**config.mk**
```make
export PLATFORM = sky130hd
export DESIGN_NAME = tmr_irq_ctrl
export DESIGN_NICKNAME = d
export VERILOG_FILES = /design/src/rtl/tmr_irq_pkg.sv /design/src/rtl/tmr_irq_flags.sv /design/src/rtl/tmr_irq_mask.sv /design/src/rtl/tmr_irq_arb.sv /design/src/rtl/tmr_irq_ctrl.sv
export SDC_FILE = /design/constraint.sdc
export NUM_CORES = 1
export LEC_CHECK = 0
export ABC_AREA = 1
export CAP_MARGIN = 10
export CELL_PAD_IN_SITES_DETAIL_PLACEMENT = 0
export CELL_PAD_IN_SITES_GLOBAL_PLACEMENT = 1
export CORE_MARGIN = 10
export CORE_UTILIZATION = 21
export DETAILED_ROUTE_END_ITERATION = 10
export GPL_ROUTABILITY_DRIVEN = 1
export HOLD_SLACK_MARGIN = 0.1
export PLACE_DENSITY_LB_ADDON = 0.12
export SYNTH_ARGS = -nofsm -noshare
export SYNTH_HDL_FRONTEND = slang
export SYNTH_SLANG_ARGS = --single-unit
```
**constraint.sdc**
```tcl
create_clock -name clk -period 0.9 [get_ports clk]
set_input_delay 0.18 -clock clk [delete_from_list [all_inputs] [get_ports clk]]
set_output_delay 0.18 -clock clk [all_outputs]
set_load 0.05 [all_outputs]
```
**src/rtl/tmr_irq_pkg.sv**
```systemverilog
// Shared constants for the timer interrupt flag controller.
// Source indices are internal; bit positions follow the register layout.
package tmr_irq_pkg;
    localparam int NSRC        = 4;
    localparam int SRC_T1OVF   = 0;
    localparam int SRC_T1CMPA  = 1;
    localparam int SRC_T1CAP   = 2;
    localparam int SRC_T0OVF   = 3;
    localparam logic ADDR_FLAG = 1'b0;
    localparam logic ADDR_MASK = 1'b1;

    // Register bit position of a source (same in both registers).
    function automatic int src_pos(input int s);
        case (s)
            SRC_T1OVF:  return 7;
            SRC_T1CMPA: return 6;
            SRC_T1CAP:  return 3;
            default:    return 1;
        endcase
    endfunction

    // Byte with ones at every implemented position.
    function automatic logic [7:0] impl_bits();
        logic [7:0] m;
        m = '0;
        for (int s = 0; s < NSRC; s++) m[src_pos(s)] = 1'b1;
        return m;
    endfunction
endpackage

```
**src/rtl/tmr_irq_flags.sv**
```systemverilog
// Sticky flag bank. Each flag is set by its event pulse and cleared either by
// a write of one at its register position or by an acknowledge of its vector.
// Assumes events are single-cycle; a set beats a clear in the same cycle.
module tmr_irq_flags #(
    parameter int                            NSRC    = 4,
    parameter int                            VEC_W   = 4,
    parameter logic [NSRC*VEC_W-1:0]         VEC_TAB = '0
) (
    input  logic             clk,
    input  logic             rst_n,
    input  logic [NSRC-1:0]  ev,
    input  logic             wr_en,
    input  logic [7:0]       wdata,
    input  logic             ack,
    input  logic [VEC_W-1:0] ack_vec,
    output logic [NSRC-1:0]  flag_q
);
    logic [7:0] unused_wdata;
    assign unused_wdata = wdata & ~tmr_irq_pkg::impl_bits();

    for (genvar s = 0; s < NSRC; s++) begin : g_flag
        localparam int POS = tmr_irq_pkg::src_pos(s);
        logic clr_wr;
        logic clr_ack;
        assign clr_wr  = wr_en && wdata[POS];
        assign clr_ack = ack && (ack_vec == VEC_TAB[s*VEC_W +: VEC_W]);

        // Per-flag update: reset, set on event, else clear on write or ack.
        always_ff @(posedge clk) begin
            if (!rst_n)
                flag_q[s] <= 1'b0;
            else if (ev[s])
                flag_q[s] <= 1'b1;
            else if (clr_wr || clr_ack)
                flag_q[s] <= 1'b0;
        end
    end
endmodule

```
**src/rtl/tmr_irq_mask.sv**
```systemverilog
// Enable mask register. Loads implemented positions on a write; reserved
// positions are not stored at all.
module tmr_irq_mask #(
    parameter int NSRC = 4
) (
    input  logic            clk,
    input  logic            rst_n,
    input  logic            wr_en,
    input  logic [7:0]      wdata,
    output logic [NSRC-1:0] mask_q
);
    logic [7:0] unused_wdata;
    assign unused_wdata = wdata & ~tmr_irq_pkg::impl_bits();

    for (genvar s = 0; s < NSRC; s++) begin : g_en
        localparam int POS = tmr_irq_pkg::src_pos(s);
        // Per-source enable bit: reset to zero, load on mask write.
        always_ff @(posedge clk) begin
            if (!rst_n)
                mask_q[s] <= 1'b0;
            else if (wr_en)
                mask_q[s] <= wdata[POS];
        end
    end
endmodule

```
**src/rtl/tmr_irq_arb.sv**
```systemverilog
// Fixed-priority selector: among active requests, present the smallest
// vector number. Vector numbers come from the table, so the priority order
// follows them. Outputs zero when nothing is requested.
module tmr_irq_arb #(
    parameter int                    NSRC    = 4,
    parameter int                    VEC_W   = 4,
    parameter logic [NSRC*VEC_W-1:0] VEC_TAB = '0
) (
    input  logic [NSRC-1:0]  req,
    output logic             irq_req,
    output logic [VEC_W-1:0] irq_vec
);
    // Linear minimum search over pending vectors.
    always_comb begin
        irq_req = 1'b0;
        irq_vec = '0;
        for (int s = 0; s < NSRC; s++) begin
            if (req[s] && (!irq_req || VEC_TAB[s*VEC_W +: VEC_W] < irq_vec)) begin
                irq_req = 1'b1;
                irq_vec = VEC_TAB[s*VEC_W +: VEC_W];
            end
        end
    end
endmodule

```
**src/rtl/tmr_irq_ctrl.sv**
```systemverilog
// Timer interrupt flag controller top. Gathers the four event pulses, holds
// flags and enables, decodes the byte register port and drives the request
// and vector towards the CPU. Reads are combinational on reg_addr.
module tmr_irq_ctrl #(
    parameter int VEC_W       = 4,
    parameter int VEC_T1_CAP  = 3,
    parameter int VEC_T1_CMPA = 4,
    parameter int VEC_T1_OVF  = 5,
    parameter int VEC_T0_OVF  = 6
) (
    input  logic             clk,
    input  logic             rst_n,
    input  logic             ev_t1_ovf,
    input  logic             ev_t1_cmpa,
    input  logic             ev_t1_cap,
    input  logic             ev_t0_ovf,
    input  logic             reg_addr,
    input  logic             reg_wr_en,
    input  logic [7:0]       reg_wdata,
    output logic [7:0]       reg_rdata,
    input  logic             glob_ie,
    output logic             irq_req,
    output logic [VEC_W-1:0] irq_vec,
    input  logic             irq_ack,
    input  logic [VEC_W-1:0] ack_vec
);
    import tmr_irq_pkg::*;

    localparam logic [NSRC*VEC_W-1:0] VEC_TAB = {
        VEC_W'(VEC_T0_OVF), VEC_W'(VEC_T1_CAP),
        VEC_W'(VEC_T1_CMPA), VEC_W'(VEC_T1_OVF)};

    logic [NSRC-1:0] ev_vec;
    logic [NSRC-1:0] flag_q;
    logic [NSRC-1:0] mask_q;
    logic [NSRC-1:0] req;
    logic [7:0]      flag_byte;
    logic [7:0]      mask_byte;
    logic            wr_flag;
    logic            wr_mask;

    assign ev_vec[SRC_T1OVF]  = ev_t1_ovf;
    assign ev_vec[SRC_T1CMPA] = ev_t1_cmpa;
    assign ev_vec[SRC_T1CAP]  = ev_t1_cap;
    assign ev_vec[SRC_T0OVF]  = ev_t0_ovf;

    assign wr_flag = reg_wr_en && (reg_addr == ADDR_FLAG);
    assign wr_mask = reg_wr_en && (reg_addr == ADDR_MASK);

    tmr_irq_flags #(.NSRC(NSRC), .VEC_W(VEC_W), .VEC_TAB(VEC_TAB)) u_flags (
        .clk(clk), .rst_n(rst_n), .ev(ev_vec), .wr_en(wr_flag),
        .wdata(reg_wdata), .ack(irq_ack), .ack_vec(ack_vec), .flag_q(flag_q));

    tmr_irq_mask #(.NSRC(NSRC)) u_mask (
        .clk(clk), .rst_n(rst_n), .wr_en(wr_mask),
        .wdata(reg_wdata), .mask_q(mask_q));

    assign req = flag_q & mask_q & {NSRC{glob_ie}};

    tmr_irq_arb #(.NSRC(NSRC), .VEC_W(VEC_W), .VEC_TAB(VEC_TAB)) u_arb (
        .req(req), .irq_req(irq_req), .irq_vec(irq_vec));

    // Scatter flag and enable bits into their byte positions; rest stay zero.
    always_comb begin
        flag_byte = '0;
        mask_byte = '0;
        for (int s = 0; s < NSRC; s++) begin
            flag_byte[src_pos(s)] = flag_q[s];
            mask_byte[src_pos(s)] = mask_q[s];
        end
    end

    // Read multiplexer on the register address.
    always_comb begin
        reg_rdata = (reg_addr == ADDR_MASK) ? mask_byte : flag_byte;
    end
endmodule

```
==> flow_metrics.tcl <==
set metrics [dict create \
    outcome "finished with violations" \
    violations "setup timing" \
    mappedNetlistArea_um2 530.5 \
    synth_area_per_cell_um2 5.704 \
    ctsHoldBuffers 0 \
    dp.cells 158 \
    power_density_mw_per_mm2 1047 \
    grt_pass1_wl_um 3001 \
    io_buffer_count 25 \
    grt_util_met2_pct 13.67 \
    grt_pass1_vias 726 \
    drive_gt1_share_pct 49.63 \
    crit_fanout 4 \
    crit_arrival_ns 1.15 \
    crit_type "reg -> out" \
    wire_per_inst_um 11.29 \
    via_per_inst 4.255 \
    finalHoldViolations 0 \
    synth_cells 93 \
    dr.pass1.iters 4 \
    rr_endpoint "u_mask.mask_q[0]" \
    clockBufferDepth 2 \
    vias 702 \
    synth_seq_cells 8 \
    core_area_mm2 0.002455 \
    rsz0062_at_grt "true" \
    crit_slowest_cell "dfxtp_2" \
    cts_max_level 1 \
    startpoint_type "register" \
    die_h_um 70.26 \
    totalWireLength_um 1863 \
    p_leak_nw 0.6407 \
    dieArea_mm2 0.004936 \
    drv_slew 0 \
    cap_violations 0 \
    holdPathStages 4 \
    die_w_um 70.26 \
    dp_hpwl_um 1512 \
    fin_crit_sh_pct 147.9 \
    pin_count 35 \
    register_area_um2 170.2 \
    clock.fmax_mhz 751.0 \
    cts.sink_count 8 \
    drc 0 \
    busiest_layer "met2" \
    dr.first_iter.drc_count 18 \
    end_kind "output port" \
    path_cells "and3_4, inv_4, nand4_1, buf_12" \
    ys_seq_area_share_pct 30.19 \
    hp-class "in -> reg" \
    num_rows 18 \
    overflow 0 \
    area_growth_pct 126.7 \
    path_clk_slew_ns 0.06 \
    finalWeightedCongestion 0.7705 \
    nFillCells 254 \
    synth_cell_types 13 \
    grt_use_met3_pct 1.412 \
    hp-start "ack_vec[0]" \
    final_cell_count_no_fill 165 \
    tns_ns -2.702 \
    multi_input_area_um2 417.9 \
    antenna_found_initial 0 \
    antenna_cells 0 \
    fin_ws_ns -0.4315 \
    setup_viol 8 \
    finalNetCount 159 \
    clock_skew_ns 0 \
    design_power_total_mw 1.258 \
    crit_family "flip-flops" \
    max_stage_delay_ns 0.32 \
    r2r_slack_ns 0.04 \
    final_util_pct 48.98 \
    clock_latency_ns 0.25 \
    ys_warn_count 0 \
    irDropWorstVdd_mv 0.5394 \
    r2r_start "u_mask.mask_q[0]" \
    required_ns 0.72 \
    initial_core_util_pct 21.61 \
    reg2reg_depth 5 \
    cts_buffers 3 \
    crit_buf_inv 2 \
    met1_usage_pct 6.619 \
    grt_max_degree 9 \
    hold_end "u_flags.flag_q[0]" \
    tritoncts "yes" \
    root_buffer "clkbuf_4" \
    period_needed_ns 1.332 \
    grt_use_total_pct 7.262 \
    postRouteAntennaNets 0 \
]
## where the power goes
group	internal, mW	switching [mW]	total (mW)
Combinational	0.273	0.298	0.570
Clock	0.153	0.129	0.282
Sequential	0.385	0.0208	0.406
## placed cells by master, fill, tap and decap left out, types with 2 or more instances in the layout
| cell | count |
|---|---|
| dlymetal6s2s_1 | 5 |
| conb_1 | 5 |
| clkdlybuf4s50_1 | 9 |
| inv_2 | 3 |
| clkbuf_4 | 3 |
| buf_12 | 8 |
| nor2_1 | 11 |
| nand2_2 | 11 |
| buf_6 | 9 |
| nand2_4 | 7 |
| inv_1 | 10 |
| o21ai_0 | 3 |
| buf_4 | 6 |
| nand2_1 | 10 |
| inv_4 | 2 |
| dfxtp_2 | 8 |
| a21oi_1 | 4 |
| nand3_2 | 4 |
| nand3_1 | 5 |
| dlygate4sd2_1 | 3 |
## worst max path at each step
stage	startpoint	end	cells after the start
after CTS	u_mask.mask_q[2]	irq_req	4
after detailed placement	glob_ie	irq_vec[2]	6
after global placement	glob_ie	irq_vec[2]	6
after floorplan	u_mask.mask_q[2]	irq_req	3
final	u_mask.mask_q[2]	irq_req	4
after global routing	u_mask.mask_q[1]	irq_vec[2]	7
## what timing repair did
action                                  in CTS  in global routing
resized for setup                           26                 32
endpoints found under the setup margin      16                 15
buffers inserted                             0                  4
pin swaps                                    6                 11
## cell type report
type,count,share of cell area [%]
Timing Repair Buffer,40,40.37
Multi-Input combinational cell,68,34.76
Sequential cell,8,14.15
Inverter,16,5.723
Tap cell,30,3.122
Clock buffer,3,1.873
## flip-flops by register name, summed over array words and instances, names as in the netlist
name and count:
u_flags.flag_q 4, u_mask.mask_q 4
## through the flow
stage | cell area, µm² | hold slack (ns) | setup WS (ns)
6_report | 1202 | 0.3184 | -0.4315
5_1_grt | 1202 | 0.3684 | -0.5014
4_1_cts | 1071 | 0.4578 | -0.4359
3_5_place_dp | 987.2 | 0.5564 | -0.6134
3_3_place_gp | 987.2 | 0.5556 | -0.5904
2_1_floorplan | 574.3 | 0.3065 | -0.2907
## synthesized netlist by cell type
master | n | share of area, %
a21oi_1 | 4 | 3.8
and3_1 | 1 | 1.2
buf_4 | 5 | 7.1
conb_1 | 1 | 0.71
dfxtp_1 | 8 | 30
inv_1 | 15 | 11
inv_2 | 1 | 0.71
nand2_1 | 28 | 20
nand3_1 | 9 | 8.5
nand3b_1 | 1 | 1.4
nand4_1 | 1 | 1.2
nor2_1 | 13 | 9.2
o21ai_0 | 6 | 5.7
## worst reg2reg max path, cell delays in order (launching register included)
cell and delay [ns]:
dfxtp_2 0.33, buf_6 0.11, buf_6 0.11, buf_6 0.11, nor2_2 0.07, nor2_1 0.04
## layer usage
layer	vias up	share of wire, %	routed length (µm)
met5	-	0	0
met1	319	40	744
met2	23	55	1033
met3	0	4.6	85
li1	360	-	-
met4	0	0	0
## logic make-up after synthesis
logic type             share of synthesized area (%)
other                                         0.7069
buffers and inverters                          18.40
DFF                                            30.19
and+or+nand+nor                                41.28
AOI/OAI and AO/OA                              9.434
(Power assumes the default switching activity.)
